<file path="config.mk">
export PLATFORM = sky130hd
export DESIGN_NAME = sd_blk_rx
export DESIGN_NICKNAME = d
export VERILOG_FILES = /design/src/rtl/sd_rx_pkg.sv /design/src/rtl/sd_rx_crc16.sv /design/src/rtl/sd_rx_shreg.sv /design/src/rtl/sd_rx_ctrl.sv /design/src/rtl/sd_blk_rx.sv
export SDC_FILE = /design/constraint.sdc
export NUM_CORES = 1
export LEC_CHECK = 0
export BUFFER_PORTS_ARGS = -buffer_cell sky130_fd_sc_hd__buf_2
export CAP_MARGIN = 30
export CORE_MARGIN = 2
export CORE_UTILIZATION = 25
export CTS_CLUSTER_DIAMETER = 150
export CTS_CLUSTER_SIZE = 40
export DETAILED_ROUTE_END_ITERATION = 16
export PLACE_DENSITY_LB_ADDON = 0.08
export SYNTH_ARGS = -nofsm -noshare
export SYNTH_HDL_FRONTEND = slang
export SYNTH_SLANG_ARGS = --single-unit
</file>
<file path="constraint.sdc">
create_clock -name clk -period 4.5 [get_ports clk]
set_input_delay 0.45 -clock clk [delete_from_list [all_inputs] [get_ports clk]]
set_output_delay 0.45 -clock clk [all_outputs]
set_load 0.05 [all_outputs]
</file>
<file path="src/rtl/sd_rx_pkg.sv">
// Shared types for the single-bit SD block receiver.
// Assumes: nothing beyond the IEEE 1800-2017 package rules.
package sd_rx_pkg;

    typedef enum logic [2:0] {
        RX_IDLE  = 3'd0,
        RX_WAIT  = 3'd1,
        RX_DATA  = 3'd2,
        RX_CHK   = 3'd3,
        RX_CLOSE = 3'd4
    } rx_state_t;

    localparam logic [15:0] CRC_POLY  = 16'h1021;
    localparam int          CRC_BITS  = 16;
    localparam int          BYTE_BITS = 8;

endpackage

</file>
<file path="src/rtl/sd_rx_crc16.sv">
// Serial CRC-16 accumulator, one bit per clock, MSB first.
// Assumes: clr has priority over en; after clr the value is 0 (the initial value).
module sd_rx_crc16
    import sd_rx_pkg::*;
(
    input  logic        clk,
    input  logic        rst_n,
    input  logic        clr,
    input  logic        en,
    input  logic        bit_in,
    output logic [15:0] crc_q
);

    logic fb;

    // Feedback bit: the top register bit combined with the incoming bit
    assign fb = crc_q[15] ^ bit_in;

    // Clear or advance the checksum register by one bit
    always_ff @(posedge clk) begin
        if (!rst_n || clr) begin
            crc_q <= '0;
        end else if (en) begin
            crc_q <= {crc_q[14:0], 1'b0} ^ (fb ? CRC_POLY : 16'h0000);
        end
    end

    AST_CRC_CLEARED: assert property (@(posedge clk) disable iff (!rst_n)
        clr |=> (crc_q == 16'h0000));

    AST_CRC_HOLDS: assert property (@(posedge clk) disable iff (!rst_n)
        (!clr && !en) |=> $stable(crc_q));

endmodule

</file>
<file path="src/rtl/sd_rx_shreg.sv">
// Serial-in shift register holding the most recent W line samples.
// Assumes: bit_in arrives MSB first, so the oldest sample sits at the top.
module sd_rx_shreg #(
    parameter int W = 16
) (
    input  logic         clk,
    input  logic         rst_n,
    input  logic         en,
    input  logic         bit_in,
    output logic [W-1:0] q
);

    // Shift one sample in at the bottom when enabled
    always_ff @(posedge clk) begin
        if (!rst_n) begin
            q <= '0;
        end else if (en) begin
            q <= {q[W-2:0], bit_in};
        end
    end

    AST_SHIFT_LSB: assert property (@(posedge clk) disable iff (!rst_n)
        en |=> (q[0] == $past(bit_in)));

endmodule

</file>
<file path="src/rtl/sd_rx_ctrl.sv">
// Framing sequencer: waits for the start bit, counts payload and checksum
// bits, outputs bytes, and judges the checksum and closing bit.
// Assumes: sh_q holds recent line samples (newest at bit 0), and crc_q is the
// CRC of payload bits only, updated while crc_en is high and cleared by crc_clr.
module sd_rx_ctrl
    import sd_rx_pkg::*;
#(
    parameter int LEN_W = 12,
    parameter int TMO_W = 16
) (
    input  logic             clk,
    input  logic             rst_n,
    input  logic             arm,
    input  logic [LEN_W-1:0] blk_len,
    input  logic [TMO_W-1:0] wait_limit,
    input  logic             sd_dat,
    input  logic [15:0]      sh_q,
    input  logic [15:0]      crc_q,
    output logic             crc_clr,
    output logic             crc_en,
    output logic             sh_en,
    output logic [7:0]       rx_byte,
    output logic             rx_byte_vld,
    output logic             blk_done,
    output logic             crc_err,
    output logic             end_err,
    output logic             no_start
);

    localparam int BITC_W = $clog2(CRC_BITS);

    rx_state_t          st;
    logic [LEN_W-1:0]   len_q;
    logic [TMO_W-1:0]   lim_q;
    logic [TMO_W-1:0]   wcnt;
    logic [TMO_W:0]     wnext;
    logic [BITC_W-1:0]  bitc;
    logic [LEN_W-1:0]   bytec;
    logic               last_byte_bit;
    logic               last_chk_bit;

    // Wait count after this sample, one bit wider so it cannot wrap
    assign wnext         = {1'b0, wcnt} + (TMO_W+1)'(1);
    assign last_byte_bit = (bitc == BITC_W'(BYTE_BITS - 1));
    assign last_chk_bit  = (bitc == BITC_W'(CRC_BITS - 1));

    // Datapath enables: the CRC is cleared while waiting and advanced on payload only
    always_comb begin
        crc_clr = (st == RX_WAIT);
        crc_en  = (st == RX_DATA);
        sh_en   = (st == RX_DATA) || (st == RX_CHK);
    end

    // Frame state, counters and result flags
    always_ff @(posedge clk) begin
        if (!rst_n) begin
            st          <= RX_IDLE;
            len_q       <= '0;
            lim_q       <= '0;
            wcnt        <= '0;
            bitc        <= '0;
            bytec       <= '0;
            rx_byte     <= '0;
            rx_byte_vld <= 1'b0;
            blk_done    <= 1'b0;
            crc_err     <= 1'b0;
            end_err     <= 1'b0;
            no_start    <= 1'b0;
        end else begin
            rx_byte_vld <= 1'b0;
            if (arm) begin
                st       <= RX_WAIT;
                len_q    <= blk_len;
                lim_q    <= wait_limit;
                wcnt     <= '0;
                blk_done <= 1'b0;
                crc_err  <= 1'b0;
                end_err  <= 1'b0;
                no_start <= 1'b0;
            end else begin
                case (st)
                    RX_WAIT: begin
                        if (!sd_dat) begin
                            bitc  <= '0;
                            bytec <= '0;
                            st    <= (len_q == '0) ? RX_CHK : RX_DATA;
                        end else if (wnext >= {1'b0, lim_q}) begin
                            no_start <= 1'b1;
                            st       <= RX_IDLE;
                        end else begin
                            wcnt <= wnext[TMO_W-1:0];
                        end
                    end
                    RX_DATA: begin
                        if (last_byte_bit) begin
                            bitc        <= '0;
                            rx_byte     <= {sh_q[6:0], sd_dat};
                            rx_byte_vld <= 1'b1;
                            if (bytec == len_q - LEN_W'(1)) begin
                                st <= RX_CHK;
                            end else begin
                                bytec <= bytec + LEN_W'(1);
                            end
                        end else begin
                            bitc <= bitc + BITC_W'(1);
                        end
                    end
                    RX_CHK: begin
                        bitc <= bitc + BITC_W'(1);
                        if (last_chk_bit) begin
                            st <= RX_CLOSE;
                        end
                    end
                    RX_CLOSE: begin
                        blk_done <= 1'b1;
                        end_err  <= !sd_dat;
                        crc_err  <= (sh_q != crc_q);
                        st       <= RX_IDLE;
                    end
                    default: st <= RX_IDLE;
                endcase
            end
        end
    end

    AST_VLD_FROM_DATA: assert property (@(posedge clk) disable iff (!rst_n)
        rx_byte_vld |-> ($past(st) == RX_DATA));

    AST_BYTE_IN_RANGE: assert property (@(posedge clk) disable iff (!rst_n)
        (st == RX_DATA) |-> (bytec < len_q));

    AST_FLAGS_NEED_DONE: assert property (@(posedge clk) disable iff (!rst_n)
        (crc_err || end_err) |-> blk_done);

    AST_DONE_NOT_TMO: assert property (@(posedge clk) disable iff (!rst_n)
        !(blk_done && no_start));

    AST_ARM_CLEARS: assert property (@(posedge clk) disable iff (!rst_n)
        arm |=> (!blk_done && !crc_err && !end_err && !no_start));

    AST_IDLE_QUIET: assert property (@(posedge clk) disable iff (!rst_n)
        (st == RX_IDLE && !arm) |=> ($stable(blk_done) && !rx_byte_vld));

endmodule

</file>
<file path="src/rtl/sd_blk_rx.sv">
// Top of the single-bit SD data block receiver: joins the sequencer, the
// sample shift register and the CRC-16 accumulator.
// Assumes: sd_dat is already synchronous to clk; blk_len matches the card.
module sd_blk_rx
    import sd_rx_pkg::*;
#(
    parameter int LEN_W = 12,
    parameter int TMO_W = 16
) (
    input  logic             clk,
    input  logic             rst_n,
    input  logic             arm,
    input  logic [LEN_W-1:0] blk_len,
    input  logic [TMO_W-1:0] wait_limit,
    input  logic             sd_dat,
    output logic [7:0]       rx_byte,
    output logic             rx_byte_vld,
    output logic             blk_done,
    output logic             crc_err,
    output logic             end_err,
    output logic             no_start
);

    logic        crc_clr;
    logic        crc_en;
    logic        sh_en;
    logic [15:0] sh_q;
    logic [15:0] crc_q;

    sd_rx_ctrl #(
        .LEN_W (LEN_W),
        .TMO_W (TMO_W)
    ) ctrl_i (
        .clk         (clk),
        .rst_n       (rst_n),
        .arm         (arm),
        .blk_len     (blk_len),
        .wait_limit  (wait_limit),
        .sd_dat      (sd_dat),
        .sh_q        (sh_q),
        .crc_q       (crc_q),
        .crc_clr     (crc_clr),
        .crc_en      (crc_en),
        .sh_en       (sh_en),
        .rx_byte     (rx_byte),
        .rx_byte_vld (rx_byte_vld),
        .blk_done    (blk_done),
        .crc_err     (crc_err),
        .end_err     (end_err),
        .no_start    (no_start)
    );

    sd_rx_shreg #(
        .W (CRC_BITS)
    ) shreg_i (
        .clk    (clk),
        .rst_n  (rst_n),
        .en     (sh_en),
        .bit_in (sd_dat),
        .q      (sh_q)
    );

    sd_rx_crc16 crc_i (
        .clk    (clk),
        .rst_n  (rst_n),
        .clr    (crc_clr),
        .en     (crc_en),
        .bit_in (sd_dat),
        .crc_q  (crc_q)
    );

endmodule

</file>
# Yosys cells after proc, flatten, opt, wreduce, memory -nomap -nowiden
# Cells that the tools add are included.
[word_totals]
regBits = 108
input_bits = 32
out_inout_bits = 13
word_cells = 77
[op_classes]
addsub = 4
n_lt_le_gt_ge = 1
n_eq_ne = 18
muxes = 17
n_bitwise = 6
reduce_logical = 16
[op_table]
columns = ["operator", "count"]
rows = [
  ["2-to-1 mux 12 bit", 3],
  ["case mux 12 bit (2 select lines)", 1],
  ["adder 16 x 1 -> 17 bit (second input constant)", 1],
  ["greater-or-equal comparator 17 x 16 -> 1 bit", 1],
  ["inequality test 16 bit", 1],
  ["bitwise XOR 16 bit", 1],
  ["2-to-1 mux 3 bit", 5],
  ["2-to-1 mux 13 bit", 1],
  ["adder 12 x 1 -> 12 bit (second input constant)", 1],
  ["equality test 12 bit", 1],
  ["logical NOT 12 bit", 1],
  ["case mux 4 bit (3 select lines)", 1],
  ["AND reduction 3 bit", 4],
  ["subtractor 12 x 1 -> 12 bit (second input constant)", 1],
  ["inequality test 3 x 2 -> 1 bit (second input constant)", 3],
  ["case mux 3 bit (3 select lines)", 1],
  ["2-to-1 mux 4 bit", 2],
  ["AND reduction 4 bit", 2],
  ["equality test 3 x 2 -> 1 bit (second input constant)", 2],
  ["inequality test 2 x 1 -> 1 bit (second input constant)", 3],
  ["AND reduction 5 bit", 1],
  ["adder 4 x 1 -> 4 bit (second input constant)", 1],
  ["equality test 4 x 3 -> 1 bit (second input constant)", 1],
  ["equality test 4 bit (second input constant)", 1],
  ["other kinds (14)", 22],
]

# Logic depth before layout (Yosys ltp)
[depth]
ltp_word = 6
mapped_depth = 14
mapped_depth_nobuf = 13

# Cells and area by module
# A second synthesis with hierarchy kept.
[hier_totals]
cells_unflattened = 629
area_unflattened_um2 = 5746.8
[by_module_without_submodules]
columns = ["mod", "n_inst", "cells_each", "area_each_um2", "seq_area_each_um2"]
rows = [
  ["sd_rx_ctrl", 1, 518, 4499.3, 1521.5],
  ["sd_rx_crc16", 1, 60, 631.9, 320.3],
  ["sd_rx_shreg", 1, 51, 615.6, 320.3],
]

# Least setup slack after synthesis
# No wires, ideal clock.
[synth_path]
kind = "register to register"
from = "reg ctrl_i.wcnt[0]"
to = "reg ctrl_i.st[0]"
setup_ns = 0.115
arrival_time_ns = 3.514
t_required_ns = 4.385
slack_ns = 0.871
stages_incl_launch_ff = 14
period_less_slack_ns = 3.629
cell_sequence = "dfxtp_1 > ha_1 > nand3_1 > nor4_1 > nand3_1 > xnor2_1 > ha_1 > nand3_1 > or3_1 > o211a_1 > o211ai_1 > clkbuf_1 > o211ai_1 > and2_1"
[synth_via]
elab_chain_len = 4
[synth_lines]
columns = ["item", "line", "source"]
rows = [
  ["start, declared", "sd_rx_ctrl.sv:35", "logic [TMO_W-1:0] wcnt;"],
  ["start signal, assigned", "sd_rx_ctrl.sv:91", "wcnt <= wnext[TMO_W-1:0];"],
  ["adder 16 x 1 -> 17 bit", "sd_rx_ctrl.sv:43", "assign wnext = {1'b0, wcnt} + (TMO_W+1)'(1);"],
  ["via ctrl_i.wnext[14]", "sd_rx_ctrl.sv:36", "logic [TMO_W:0] wnext;"],
  ["greater-or-equal comparator 17 x 16 -> 1 bit", "sd_rx_ctrl.sv:87", "end else if (wnext >= {1'b0, lim_q}) begin"],
  ["inequality test 4 bit (no line)", "--", ""],
  ["AND reduction 4 bit (no line)", "--", ""],
  ["end signal, assigned", "sd_rx_ctrl.sv:86", "st <= (len_q == '0) ? RX_CHK : RX_DATA;"],
  ["end, declared", "sd_rx_ctrl.sv:32", "rx_state_t st;"],
]
# The timed path passes the listed nets, and every way through them passes these cells.
# A chain may end at the register's enable or synchronous reset.

# Final worst setup path
# Same ends and word-level chain as after synthesis.

==> run_results.csv <==
group,metric,value,unit
place,hpwl,10200,um
global_route,track_usage,12.3,%
cells_and_area,diodes,0,
setup_path,slowest_delay,0.42,ns
cts,numCtsBuffers,9,
power_and_ir_drop,powerDensity,317,nW/um2
sta,clock.fmax,265,MHz
setup_path,startpoint,"ctrl_i.wcnt[0]$_SDFFE_PP0P_",
cts,cts-htree-levels,3,
worst_hold_path,holdCritPathClass,"in -> reg",
setup_path,r2r-start,"ctrl_i.wcnt[0]$_SDFFE_PP0P_",
setup_path,reg2reg_depth,14,
global_route,grt_max_degree,35,
sta,finClkSkew,0.0151,ns
floorplan,rows,54,
power_and_ir_drop,total_power,0.00203,W
sta,rsz0062_at_grt,"no",
sta,relSlewSlack,39.9,%
floorplan,start_util,25.5,%
power_and_ir_drop,ir_worst_vdd,0.000157,V
floorplan,die_width,153,um
synth,ys_warn_count,0,
sta,final_hold_viol_count,0,
setup_path,reg2reg_to,"ctrl_i.st[0]$_SDFFE_PN0P_",
setup_path,cp_slowest_cell,"dfxtp_1",
synth,netlist-cell-type-count,47,
setup_path,reg2reg_slack,0.73,ns
cts,clock_latency,0.37,ns
synth,syn_avg_cell_area,8.49,um2
job,cap_violations,0,
routing,routedWlPerCell,14.5,um
global_route,grt_overflow_total,0,
setup_path,cp.required,4.76,ns
cts,clockBufferDepth,2,
sta,fin_setup_tns,0,ns
sta,period_share,83.7,%
synth,ys.flop_type,"dfxtp_1",
setup_path,cp-endpoint,"ctrl_i.st[0]$_SDFFE_PN0P_",
synth,synth_edf_count,0,
routing,drt_iter0_drc,214,
sta,hold_ws,0.342,ns
synth,ys_top_cells_by_area,"dfxtp_1, nand2_1, mux2i_1, xnor2_1, ha_1",
sta,setup_viol,0,
sta,worst_slew_pin_slew,0.902,ns
setup_path,cp-start-kind,"flip-flop",
global_route,antenna_found_initial,0,
synth,synth_cells,658,
setup_path,worstPathMaxFanout,19,
floorplan,die-area,23600,um2
cts,clock_sinks,108,
status,status,"complete, no violations",
global_route,grt_pass1_vias,4524,
synth,netlist.area_leader.share,38.7,%
sta,slew_violations,0,
place,io_buffers,44,
routing,drtAntennaViolNets,0,
cells_and_area,drive_gt1_share,11.8,%
cts,cts_root_buf,"clkbuf_16",
cells_and_area,fin_util,29.3,%
synth,ys_seq_elements,108,
setup_path,crit_type,"reg -> reg",
routing,viasPerCell,4.69,
global_route,grt_first_pass_wirelength,23300,um
synth,synth_area,5590,um2
synth,synth_top_area_cell,"dfxtp_1",
routing,drt-total-wl,14100,um
cts,cts_resized,0,
floorplan,pin_count,45,
floorplan,coreArea,21900,um2
synth,syn_nets,711,
cts,clk_pin_slew,0.09,ns
sta,min_period,3.77,ns
place,gp_congestion,0.763,
synth,synth-seq-area-share,38.7,%
power_and_ir_drop,leakagePower,2.40,nW
cells_and_area,syn2layout_area_growth,14.6,%
setup_path,endpoint_kind,"flip-flop",
cts,post-cts-setup-buffers,0,
routing,drc_errors,0,
routing,vias,4569,
synth,async_flop_share,0,%
floorplan,die_height,153,um
cts,holdBufCountCts,0,
routing,drt_first_pass_iters,4,
cts,cts_tree,"yes",
cells_and_area,nets,743,
setup_path,arrival,4.02,ns
setup_path,crit_chain,"and3_1, nand4_1, nor2_1, nand3_1, or2_2, xnor2_1, ha_1, nand3_1, or3_1, o211a_1, o211ai_1, buf_4, o211ai_1, and2_1",
==> through the flow <==
step	area [um2]	instances	worst slack, ns
global placement	6090	959	0.809
CTS	6400	975	0.689
floorplan	5590	658	0.871
finish	6400	975	0.733
global route	6400	975	0.371
detailed placement	6090	959	0.699
==> cells in the mapped netlist, types with 4 or more instances <==
library cell,number
nor4_1,4
nand2b_1,6
o21ai_0,26
a21o_1,8
ha_1,21
xnor2_1,33
dfxtp_1,108
and3_1,7
a21oi_1,39
nor3_1,10
and2_1,6
clkbuf_1,25
nand2_1,88
a31oi_1,6
buf_1,4
o21ai_1,9
mux2i_1,31
nor2b_1,34
a21oi_2,6
a21boi_0,26
or3_1,27
nand4_1,11
xor2_1,17
inv_1,25
nand3_1,19
nor2_1,25
==> per-layer routing <==
| metal | global-route usage [%] | vias up | part of all wire [%] |
|---|---|---|---|
| li1 | - | 2360 | - |
| met1 | 15.6 | 2136 | 48 |
| met2 | 20.2 | 50 | 47 |
| met3 | 2.13 | 23 | 2.6 |
| met4 | 5.81 | 0 | 2.9 |
| met5 | 0 | - | 0 |
==> cell type report <==
type,count,area [um2]
clock buffers,9,225
clock inverters,7,92.6
flip-flops and latches,108,2160
fillers,2356,15500
repair buffers,52,280
multi-input cells,494,3200
well taps,280,350
inverters,25,93.8
==> flip-flops by register name, summed over array words and instances (netlist names) <==
name and flops:
ctrl_i.lim_q 16, ctrl_i.bitc 4, ctrl_i.bytec 12, ctrl_i.st 3
ctrl_i.rx_byte_vld 1, ctrl_i.rx_byte 8, ctrl_i.crc_err 1, ctrl_i.no_start 1
ctrl_i.end_err 1, shreg_i.q 16, ctrl_i.len_q 12, crc_i.crc_q 16
ctrl_i.wcnt 16, ctrl_i.blk_done 1
==> cell usage in the layout, fill, tap and decap left out, drive strengths merged, types with 7 or more instances in the layout <==
| cell | netlist | layout |
|---|---|---|
| a21boi | 26 | 26 |
| nor2b | 34 | 34 |
| or3 | 27 | 27 |
| nor3 | 10 | 10 |
| nand3 | 19 | 19 |
| clkbuf | 25 | 9 |
| nand4 | 11 | 11 |
| a21o | 8 | 8 |
| nor2 | 25 | 25 |
| buf | 6 | 52 |
| inv | 25 | 28 |
| mux2i | 31 | 31 |
| xor2 | 17 | 17 |
| and3 | 7 | 7 |
| xnor2 | 33 | 33 |
| ha | 21 | 21 |
| o21ai | 35 | 35 |
| nand2 | 88 | 88 |
| a21oi | 45 | 45 |
| dfxtp | 108 | 108 |
==> power by group <==
part           switching [W]  internal, W  leakage [nW]
registers          0.0000196     0.000972         0.876
clock network       0.000414     0.000447         0.155
logic               0.000102    0.0000756          1.37
total               0.000536      0.00150          2.40
==> worst max-delay path: cells and delay by family, from the launching register on <==
family / cells / cell delay (ns)
adder cells (fa/ha/maj): 1 / 0.30
flip-flops: 1 / 0.42
AO/OA/AOI/OAI: 3 / 0.64
buffers and inverters: 1 / 0.31
XOR/XNOR: 1 / 0.14
AND/OR/NAND/NOR: 8 / 1.84
==> worst min-delay path by stage <==
stage                                    to                         start  slack (ns)  cells past startpoint
3_3_place_gp   crc_i.crc_q[11]$_SDFFE_PP0P_  crc_i.crc_q[10]$_SDFFE_PP0P_        0.47                      2
2_1_floorplan    shreg_i.q[15]$_SDFFE_PN0N_    shreg_i.q[15]$_SDFFE_PN0N_        0.46                      2
5_1_grt        ctrl_i.lim_q[1]$_SDFFE_PN0P_                 wait_limit[1]        0.34                      3
3_5_place_dp   ctrl_i.no_start$_SDFFE_PP0P_  ctrl_i.no_start$_SDFFE_PP0P_        0.46                      2
6_report       ctrl_i.lim_q[9]$_SDFFE_PN0P_                 wait_limit[9]        0.34                      3
4_1_cts        ctrl_i.len_q[5]$_SDFFE_PN0P_                    blk_len[5]        0.33                      3
==> kinds of logic (layout without fill, tap and decap cells) <==
family,Yosys count,after routing,synth area share [%]
flops,108,108,38.7
fa+ha+maj,21,21,4.70
mux,31,31,5.55
xor+xnor,50,50,7.84
simple gates,250,250,22.7
buf+inv,56,93,4.03
compound gates,142,142,16.4
Note: power is estimated with default switching activity, not from simulation.
